### src/rtl/atu_pkg.sv
package atu_pkg;

  typedef enum logic [2:0] {
    GRP_START = 3'd0,
    GRP_END   = 3'd1,
    GRP_ADDLO = 3'd2,
    GRP_ADDHI = 3'd3,
    GRP_ATTR  = 3'd4,
    GRP_GP    = 3'd5,
    GRP_NONE  = 3'd6
  } grp_e;

  // strobes from control to datapath: one decoded array access per cycle
  typedef struct packed {
    logic        wr;
    grp_e        grp;
    logic [4:0]  idx;
    logic [31:0] data;
  } arrAccess_t;

endpackage

### src/rtl/atu_ctrl.sv
module atu_ctrl
  import atu_pkg::*;
#(
  parameter int PAGE_EXP   = 12,
  parameter int REGION_EXP = 2
) (
  input  logic                      clk,
  input  logic                      rstN,
  input  logic [11:0]               regAddr,
  input  logic                      regWrEn,
  input  logic [31:0]               regWrData,
  output logic [31:0]               regRdData,
  input  logic [31:0]               arrRdData,
  input  logic                      lookupValid,
  input  logic [31:0]               lookupAddr,
  input  logic                      hit,
  output arrAccess_t                acc,
  output logic [(1<<REGION_EXP)-1:0] regionEn,
  output logic                      irq
);
  localparam int NREG = 1 << REGION_EXP;

  logic [11:0] off;
  logic        inArr;
  logic        stReg, ieReg;
  logic [31:0] mmAddr;
  logic        missEv, clrEv;

  assign off   = regAddr - 12'h020;
  assign inArr = (regAddr >= 12'h020) && (off[11:10] == 2'b00) &&
                 (off[9:7] <= 3'd5) && (off[1:0] == 2'b00);

  always_comb begin
    acc.wr   = regWrEn && inArr;
    acc.grp  = inArr ? grp_e'(off[9:7]) : GRP_NONE;
    acc.idx  = off[6:2];
    acc.data = regWrData;
  end

  assign missEv = lookupValid && !hit;
  assign clrEv  = regWrEn && (regAddr == 12'h010) && regWrData[0];

  always_ff @(posedge clk) begin
    if (!rstN) begin
      regionEn <= '0;
      ieReg    <= 1'b0;
      stReg    <= 1'b0;
      mmAddr   <= '0;
    end else begin
      if (regWrEn && regAddr == 12'h004) regionEn <= regWrData[NREG-1:0];
      if (regWrEn && regAddr == 12'h00C) ieReg <= regWrData[0];
      if (missEv && (!stReg || clrEv)) mmAddr <= lookupAddr;
      stReg <= (stReg && !clrEv) || missEv;
    end
  end

  assign irq = stReg && ieReg;

  always_comb begin
    case (regAddr)
      12'h000: regRdData = 32'((PAGE_EXP << 4) | REGION_EXP);
      12'h004: regRdData = 32'(regionEn);
      12'h008: regRdData = {31'd0, stReg};
      12'h00C: regRdData = {31'd0, ieReg};
      12'h014: regRdData = mmAddr;
      default: regRdData = arrRdData;
    endcase
  end


  miss_sets_status_chk: assert property (@(posedge clk) disable iff (!rstN)
    (lookupValid && !hit) |=> stReg);

  clear_drops_status_chk: assert property (@(posedge clk) disable iff (!rstN)
    (clrEv && !missEv) |=> !stReg);

  frozen_addr_chk: assert property (@(posedge clk) disable iff (!rstN)
    (stReg && !clrEv) |=> $stable(mmAddr));
endmodule

### src/rtl/atu_datapath.sv
module atu_datapath
  import atu_pkg::*;
#(
  parameter int PAGE_EXP   = 12,
  parameter int REGION_EXP = 2,
  parameter int PA_W       = 48
) (
  input  logic                       clk,
  input  logic                       rstN,
  input  arrAccess_t                 acc,
  input  logic [(1<<REGION_EXP)-1:0] regionEn,
  output logic [31:0]                arrRdData,
  input  logic [31:0]                lookupAddr,
  input  logic [7:0]                 inAttr,
  output logic                       hit,
  output logic [PA_W-1:0]            physAddr,
  output logic [7:0]                 outAttr,
  output logic [7:0]                 gpByte
);
  localparam int NREG = 1 << REGION_EXP;
  localparam int PW   = 32 - PAGE_EXP;

  logic [PW-1:0] startPg [NREG];
  logic [PW-1:0] endPg   [NREG];
  logic [31:0]   addLo   [NREG];
  logic [31:0]   addHi   [NREG];
  logic [15:0]   attrSel [NREG];
  logic [7:0]    gpReg   [NREG];

  logic [NREG-1:0] match, win;
  logic [PW-1:0]   page;

  // region storage, one write port
  always_ff @(posedge clk) begin
    for (int r = 0; r < NREG; r++) begin
      if (!rstN) begin
        startPg[r] <= '0; endPg[r] <= '0; addLo[r] <= '0;
        addHi[r] <= '0; attrSel[r] <= '0; gpReg[r] <= '0;
      end else if (acc.wr && acc.idx == 5'(r)) begin
        case (acc.grp)
          GRP_START: startPg[r] <= acc.data[PW-1:0];
          GRP_END:   endPg[r]   <= acc.data[PW-1:0];
          GRP_ADDLO: addLo[r]   <= acc.data;
          GRP_ADDHI: addHi[r]   <= acc.data;
          GRP_ATTR:  attrSel[r] <= acc.data[15:0];
          GRP_GP:    gpReg[r]   <= acc.data[7:0];
          default: ;
        endcase
      end
    end
  end

  always_comb begin
    arrRdData = '0;
    for (int r = 0; r < NREG; r++) begin
      if (acc.idx == 5'(r)) begin
        case (acc.grp)
          GRP_START: arrRdData = 32'(startPg[r]);
          GRP_END:   arrRdData = 32'(endPg[r]);
          GRP_ADDLO: arrRdData = addLo[r];
          GRP_ADDHI: arrRdData = addHi[r];
          GRP_ATTR:  arrRdData = 32'(attrSel[r]);
          GRP_GP:    arrRdData = 32'(gpReg[r]);
          default:   arrRdData = '0;
        endcase
      end
    end
  end

  assign page = lookupAddr[31:PAGE_EXP];

  for (genvar g = 0; g < NREG; g++) begin : g_cmp
    assign match[g] = regionEn[g] && (page >= startPg[g]) && (page <= endPg[g]);
  end

  // lowest index wins
  always_comb begin
    logic found;
    found = 1'b0;
    win   = '0;
    for (int r = 0; r < NREG; r++) begin
      win[r] = match[r] && !found;
      found  = found || match[r];
    end
  end

  always_comb begin
    logic [63:0]   addSel;
    logic [15:0]   selW;
    logic [PA_W-1:0] addShift;
    addSel = '0;
    selW   = '0;
    gpByte = '0;
    for (int r = 0; r < NREG; r++) begin
      if (win[r]) begin
        addSel = {addHi[r], addLo[r]};
        selW   = attrSel[r];
        gpByte = gpReg[r];
      end
    end
    hit      = |match;
    addShift = PA_W'(addSel << PAGE_EXP);
    physAddr = hit ? (PA_W'(lookupAddr) + addShift) : '0;
    for (int k = 0; k < 8; k++) begin
      case (selW[2*k +: 2])
        2'b10:   outAttr[k] = 1'b0;
        2'b11:   outAttr[k] = 1'b1;
        default: outAttr[k] = inAttr[k];
      endcase
      if (!hit) outAttr[k] = 1'b0;
    end
  end


  winner_onehot_chk: assert property (@(posedge clk) disable iff (!rstN)
    $onehot0(win) && ((win == '0) == (match == '0)));
endmodule

### src/rtl/atu_top.sv
module atu_top
  import atu_pkg::*;
#(
  parameter int PAGE_EXP   = 12,
  parameter int REGION_EXP = 2,
  parameter int PA_W       = 48
) (
  input  logic            clk,
  input  logic            rstN,
  input  logic [11:0]     regAddr,
  input  logic            regWrEn,
  input  logic [31:0]     regWrData,
  output logic [31:0]     regRdData,
  input  logic            lookupValid,
  input  logic [31:0]     lookupAddr,
  input  logic [7:0]      inAttr,
  output logic            hit,
  output logic [PA_W-1:0] physAddr,
  output logic [7:0]      outAttr,
  output logic [7:0]      gpByte,
  output logic            irq
);
  arrAccess_t                 acc;
  logic [(1<<REGION_EXP)-1:0] regionEn;
  logic [31:0]                arrRdData;

  atu_ctrl #(.PAGE_EXP(PAGE_EXP), .REGION_EXP(REGION_EXP)) u_ctrl (
    .clk(clk), .rstN(rstN), .regAddr(regAddr), .regWrEn(regWrEn),
    .regWrData(regWrData), .regRdData(regRdData), .arrRdData(arrRdData),
    .lookupValid(lookupValid), .lookupAddr(lookupAddr), .hit(hit),
    .acc(acc), .regionEn(regionEn), .irq(irq));

  atu_datapath #(.PAGE_EXP(PAGE_EXP), .REGION_EXP(REGION_EXP), .PA_W(PA_W)) u_dp (
    .clk(clk), .rstN(rstN), .acc(acc), .regionEn(regionEn),
    .arrRdData(arrRdData), .lookupAddr(lookupAddr), .inAttr(inAttr),
    .hit(hit), .physAddr(physAddr), .outAttr(outAttr), .gpByte(gpByte));
endmodule

### config.mk
export PLATFORM = sky130hd
export DESIGN_NAME = atu_top
export DESIGN_NICKNAME = d
export VERILOG_FILES = /design/src/rtl/atu_pkg.sv /design/src/rtl/atu_ctrl.sv /design/src/rtl/atu_datapath.sv /design/src/rtl/atu_top.sv
export SDC_FILE = /design/constraint.sdc
export NUM_CORES = 1
export LEC_CHECK = 0
export ABC_AREA = 1
export BUFFER_PORTS_ARGS = -buffer_cell sky130_fd_sc_hd__buf_4
export CAP_MARGIN = 40
export CORE_MARGIN = 2
export CORE_UTILIZATION = 50
export CTS_BUF_LIST = sky130_fd_sc_hd__clkbuf_2 sky130_fd_sc_hd__clkbuf_4 sky130_fd_sc_hd__clkbuf_8
export DETAILED_ROUTE_END_ITERATION = 7
export PLACE_DENSITY = 0.74
export SLEW_MARGIN = 20
export SYNTH_ARGS = -nofsm -noshare
export SYNTH_HDL_FRONTEND = slang
export SYNTH_SLANG_ARGS = --single-unit
### constraint.sdc
create_clock -name clk -period 5.3 [get_ports clk]
set_clock_uncertainty 0.15 [all_clocks]
set_input_delay 0.53 -clock clk [delete_from_list [all_inputs] [get_ports clk]]
set_output_delay 0.53 -clock clk [all_outputs]
set_load 0.03 [all_outputs]
# After elaboration in Yosys (flattened, before gate mapping)
# Memories as Yosys holds them, arrays and structs flattened.
# Index checks and enable logic that the tools add are counted.
# Widths: inputs -> output; s select.
[op_classes]
add_sub_neg = 2
n_lt_le_gt_ge = 10
n_eq_ne = 29
mux = 142
bitwise = 24
n_reduce_logical = 43
[ops]
columns = ["cell", "n"]
rows = [
  ["$pmux 32 s6", 4],
  ["$mux 32", 12],
  ["$mux 20", 8],
  ["$pmux 32 s5", 1],
  ["$mux 36", 4],
  ["$mux 16", 8],
  ["$mux 1", 87],
  ["$ge 20x20->1", 4],
  ["$le 20x20->1", 4],
  ["$mux 8", 8],
  ["$add 32x48->48", 1],
  ["$mux 48", 1],
  ["$eq 2x2->1 const B", 16],
  ["$logic_and 1x1->1", 27],
  ["$eq 12x4->1 const B", 2],
  ["$eq 12x5->1 const B", 2],
  ["$or 1x1->1", 24],
  ["$pmux 1 s2", 8],
  ["$eq 12x3->1 const B", 1],
  ["$ge 12x6->1 const B", 1],
  ["$logic_not 12->1", 1],
  ["$sub 12x6->12 const B", 1],
  ["$eq 5x2->1 const B", 2],
  ["$eq 3x2->1 const B", 2],
  ["other kinds (11)", 21],
]
[totals]
regBits = 38
ram_bits = 512
inputBits = 88
output_inout_bits = 98
wordCells = 260
mem_count = 6
[memory_table]
columns = ["memory", "depth", "width", "rd", "rd_clocked_by_memory_dff", "write_ports", "line", "rtl"]
rows = [
  ["u_dp.addHi", 4, 32, 4, 0, 4, "atu_datapath.sv:26", "logic [31:0] addHi [NREG];"],
  ["u_dp.addLo", 4, 32, 4, 0, 4, "atu_datapath.sv:25", "logic [31:0] addLo [NREG];"],
  ["u_dp.endPg", 4, 20, 4, 0, 4, "atu_datapath.sv:24", "logic [PW-1:0] endPg [NREG];"],
  ["u_dp.startPg", 4, 20, 4, 0, 4, "atu_datapath.sv:23", "logic [PW-1:0] startPg [NREG];"],
  ["u_dp.attrSel", 4, 16, 4, 0, 4, "atu_datapath.sv:27", "logic [15:0] attrSel [NREG];"],
  ["u_dp.gpReg", 4, 8, 4, 0, 4, "atu_datapath.sv:28", "logic [7:0] gpReg [NREG];"],
]

# Longest topological paths before layout
[depth]
depth_word = 13
depth_mapped = 41
mapped_depth_nobuf = 38

# Hierarchy
# A second synthesis with hierarchy kept.
[hier_totals]
cells_unflattened = 3701
hier_area_um2 = 32095.8
[modules_own_cells]
columns = ["module", "n_inst", "cells_per_inst", "area_each_um2", "seq_area_each_um2"]
rows = [
  ["atu_datapath", 1, 3217, 29191.7, 15374.7],
  ["atu_ctrl", 1, 484, 2904.0, 760.7],
]

# Least setup slack after synthesis
# Ideal clock, no wire load.
[synth_path]
path_kind = "input port to output port"
start = "input port lookupAddr[31]"
end = "output port physAddr[30]"
t_arrival_ns = 5.009
required_ns = 4.620
path_slack_ns = -0.389
stages = 34
path_buffers = 3
cell_sequence = "ha_1 > nand2_1 > nor2_1 > nand2_1 > nor2_1 > nand2_1 > nand2_1 > nor2_1 > nor2_1 > nor2_4 > nor2_4 > nand2_2 > inv_2 > buf_2 > buf_2 > buf_2 > nand2_1 > nand3_1 > ha_1 > inv_1 > fa_1 > nor2_1 > nand2_1 > nand2_1 > a21oi_1 > o21ai_1 > a21boi_0 > o21ai_1 > a21boi_0 > o21ai_1 > inv_1 > o21ai_1 > xnor2_1 > nor2_1"
[synth_between]
elab_chain_len = 10
word_cells_on_any_way = 31
cone_classes = "add/sub: 1; order compare: 8; mux: 5; reduce/logical: 17"
[synth_lines]
columns = ["element", "line", "rtl"]
rows = [
  ["start, declared", "atu_top.sv:15", "input logic [31:0] lookupAddr,"],
  ["$ge 20x20->1", "atu_datapath.sv:73", "assign match[g] = regionEn[g] && (page >= startPg[g]) && (page <= endPg[g]);"],
  ["$logic_and 1x1->1 (2 in series)", "atu_datapath.sv:73", ""],
  ["$logic_not 1->1 / $logic_or 1x1->1 (equally long branches)", "atu_datapath.sv:82, atu_datapath.sv:83", ""],
  ["$logic_and 1x1->1, or another cell as far along", "atu_datapath.sv:82", "win[r] = match[r] && !found;"],
  ["$mux 36, or another cell as far along", "atu_datapath.sv:95", "if (win[r]) begin"],
  ["$mux 36 / $logic_and 1x1->1 (equally long branches)", "atu_datapath.sv:95, atu_datapath.sv:82", ""],
  ["$mux 36", "atu_datapath.sv:95", ""],
  ["$add 32x48->48", "atu_datapath.sv:103", "physAddr = hit ? (PA_W'(lookupAddr) + addShift) : '0;"],
  ["$mux 48 (*)", "atu_datapath.sv:103", ""],
  ["end, declared", "atu_top.sv:18", "output logic [PA_W-1:0] physAddr,"],
]
# Mark *: on every way between the ends. The rest lies on a longest branch, timed or not.

==> flow_metrics.tcl <==
set metrics [dict create \
    drc_errors 0 \
    ctsRootBufferMaster "clkbuf_8" \
    clk-insertion-delay-late_ns 0.72 \
    cp_slowest_cell "edfxtp_1" \
    htreeDepth 3 \
    synth_cell_types 53 \
    cts_tree "built" \
    fin_nets 4370 \
    slowest_delay_ns 0.39 \
    p_leak_uw 0.0175 \
    combPwrFrac_pct 10.9 \
    synth_ff_type "edfxtp_1" \
    relSlewSlack_pct 31.5 \
    drive_gt1_share_pct 25.3 \
    power.total_uw 10200 \
    drv_cap 0 \
    track_usage_pct 37.4 \
    cp.required_ns 4.62 \
    max_freq_ghz 0.167 \
    finalCriticalPeriod_ns 5.99 \
    clockPowerShare_pct 39.4 \
    seqPwrFrac_pct 49.7 \
    gp_congestion 1.00 \
    wl_um 123000 \
    ir_worst_vdd_v 0.000161 \
    area_growth_pct 28.3 \
    p_sw_uw 2660 \
    synth_area_per_cell_um2 8.74 \
    synth_edf_count 512 \
    yosys_warnings 0 \
    post-dp-hpwl_um 86300 \
    initial_core_util_pct 50.5 \
    synth_area_leaders "edfxtp_1 (49%), nor2_1 (8.6%), nand2_1 (7.5%)" \
    tns_ns -13.28 \
    rsz0062_at_grt "yes" \
    hold_viol 0 \
    power_density_nw_per_um2 255 \
    numCtsBuffers 94 \
    path_clk_slew_ns 0.06 \
    violations "setup timing" \
    synth-seq-cells 550 \
    setup_viol 27 \
    grt_overflow_total 0 \
    cp-end-kind "output port" \
    fp.dieH_um 254 \
    seq_area_frac_synth_pct 51.8 \
    grt_start_max_net_pins 60 \
    grt_pass1_wl_um 176000 \
    core_area_um2 61700 \
    rows 91 \
    tightest_slew_ns 1.02 \
    outcome "complete, but fails checks" \
    clock-sinks 550 \
    dieArea_um2 64400 \
    hold_path.class "in2reg" \
    synth.top_cell.area_share_pct 49.3 \
    p_sw_share_pct 26.1 \
    yosys.area.top_type "edfxtp_1" \
    syn-num-nets 3838 \
    syn-cell-area_um2 31200 \
    antenna_found_initial 4 \
    vias_per_cell 5.92 \
    die_x_um 254 \
    cp_max_fo 4 \
    cts_max_path_buffers 3 \
    path_class "reg2out" \
    vias 29700 \
    port_buffers 185 \
    drt_iter0_markers 4426 \
    arrival_ns 5.31 \
    slew_viol_final 0 \
    grt_pass1_vias 27800 \
    async_reset_ff_share_pct 0 \
    n_fill_cell 5008 \
    period_share_pct 113 \
    ioPinCount 186 \
    detail-route-antenna-nets 0 \
    routedWlPerCell_um 24.5 \
    synthCells 3567 \
    finalWorstSetupSlack_ns -0.688 \
    critPathLaunchType "flip-flop" \
    p_int_uw 7520 \
    dr.pass1.iters 8 \
]
[metrics by stage]
| step | cells | hold WS, ns | util (%) | cell area, um^2 | worst slack [ns] |
|---|---|---|---|---|---|
| after global placement | 4747 | 0.282 | 57.9 | 35700 | -0.741 |
| final | 5015 | 0.0119 | 64.8 | 40000 | -0.688 |
| after detailed placement | 4756 | 0.286 | 58.1 | 35900 | -0.788 |
| after floorplan | 3567 | 0.273 | - | 31200 | -0.0785 |
| after global routing | 5014 | 0.0523 | 64.8 | 40000 | -0.851 |
| after CTS | 4998 | 0.00206 | 63.7 | 39300 | -0.545 |
[cell usage in the layout, fill, tap and decap left out, types with 18 or more instances in the layout]
master	n
clkbuf_8	97
nand3_1	94
ha_4	31
o21ai_0	159
buf_6	36
o21ai_2	21
nor2_4	18
dfxtp_1	38
nor2_2	32
clkinv_1	24
o22ai_1	48
a22o_1	25
nand2_2	43
nand2_1	575
a22oi_1	42
buf_4	550
a21oi_1	174
a221oi_1	22
a21oi_2	24
ha_1	150
inv_2	36
o21ai_1	22
edfxtp_1	512
nor2_1	674
nand4_1	20
clkbuf_4	31
inv_1	410
[synthesized netlist by cell type, drive strengths merged, types with 2 or more instances]
cell type,count
dfxtp,38
ha,182
a21oi,206
xor2,15
clkinv,3
o21ai,214
edfxtp,512
a31oi,2
a22oi,42
nand3,113
a221oi,26
o22ai,56
o211ai,17
a22o,25
nand3b,2
buf,69
nor3,10
o21bai,4
o21a,3
o31ai,17
a21boi,3
a41oi,4
nand2,626
clkbuf,122
a221o,2
nor2,724
xnor2,9
inv,448
o221ai,9
a21o,13
nand4,20
o2111ai,18
a211oi,7
[registers in the layout, summed over array words and instances (netlist names)]
signal and cells:
u_dp.addHi 128, u_dp.addLo 128, u_dp.endPg 80, u_dp.startPg 80, u_dp.attrSel 64, u_ctrl.mmAddr 32, u_dp.gpReg 32, u_ctrl.regionEn 4
u_ctrl.ieReg 1, u_ctrl.stReg 1
[critical path, delay by kind of cell, from the launching register on]
family | cells | cell delay, ns
compound gates | 10 | 1.34
fa+ha+maj | 2 | 0.68
buf+inv | 8 | 0.95
flops | 1 | 0.39
simple gates | 13 | 1.26
[power groups by stage]
stage,logic [uW],registers [uW],clock network [uW]
global route,1190,5070,4160
global placement,930,5130,0
floorplan,475,5110,0
finish,1110,5060,4020
CTS,1040,5050,3980
detailed placement,964,5130,0
[layout make-up]
type	count	area, um^2	share of cell area (%)
Inverter	451	1710	4.26
Multi-Input combinational cell	2375	14000	35.0
Antenna cell	2	5.00	0.0125
Clock buffer	128	1570	3.92
Timing Repair Buffer	627	5180	13.0
Clock inverter	45	338	0.845
Sequential cell	550	16100	40.3
Tap cell	837	1050	2.62
[kinds of logic (layout without fill, tap and decap cells)]
group,Yosys count,after routing,share of synthesized area [%]
AND/OR/NAND/NOR,1499,1499,19.2
AO/OA/AOI/OAI,669,669,12.9
buffers and inverters,642,1251,8.10
flip-flops,550,550,51.8
adder cells (fa/ha/maj),183,183,7.37
XOR/XNOR,24,24,0.699
other,0,2,0
[layer usage]
layer	global-route usage, %	up-vias	wire [um]
met5	0	-	41
met4	27.5	6	9980
met3	8.78	509	16300
met2	56.3	2282	53800
met1	47.3	13800	42600
li1	-	13100	-
[final timing paths]
kind,start,endpoint,slack [ns],depth (start not counted)
setup / recovery,u_dp.endPg[0][17],physAddr[28],-0.69,33
hold / removal,lookupAddr[9],u_ctrl.mmAddr[9],0.01,3
hold reg to reg,u_ctrl.mmAddr[14],u_ctrl.mmAddr[14],0.30,2
setup reg to reg,u_dp.endPg[1][38],u_ctrl.mmAddr[29],1.19,19
[timing repair]
item,4_1_cts,5_1_grt
pin swaps,91,80
gates cloned,1,0
setup buffers,64,17
setup endpoints to repair,32,30
endpoints found under the hold margin,16,0
hold buffers,17,0
gates resized for setup,214,125
Power figures use the tool's default switching activity.
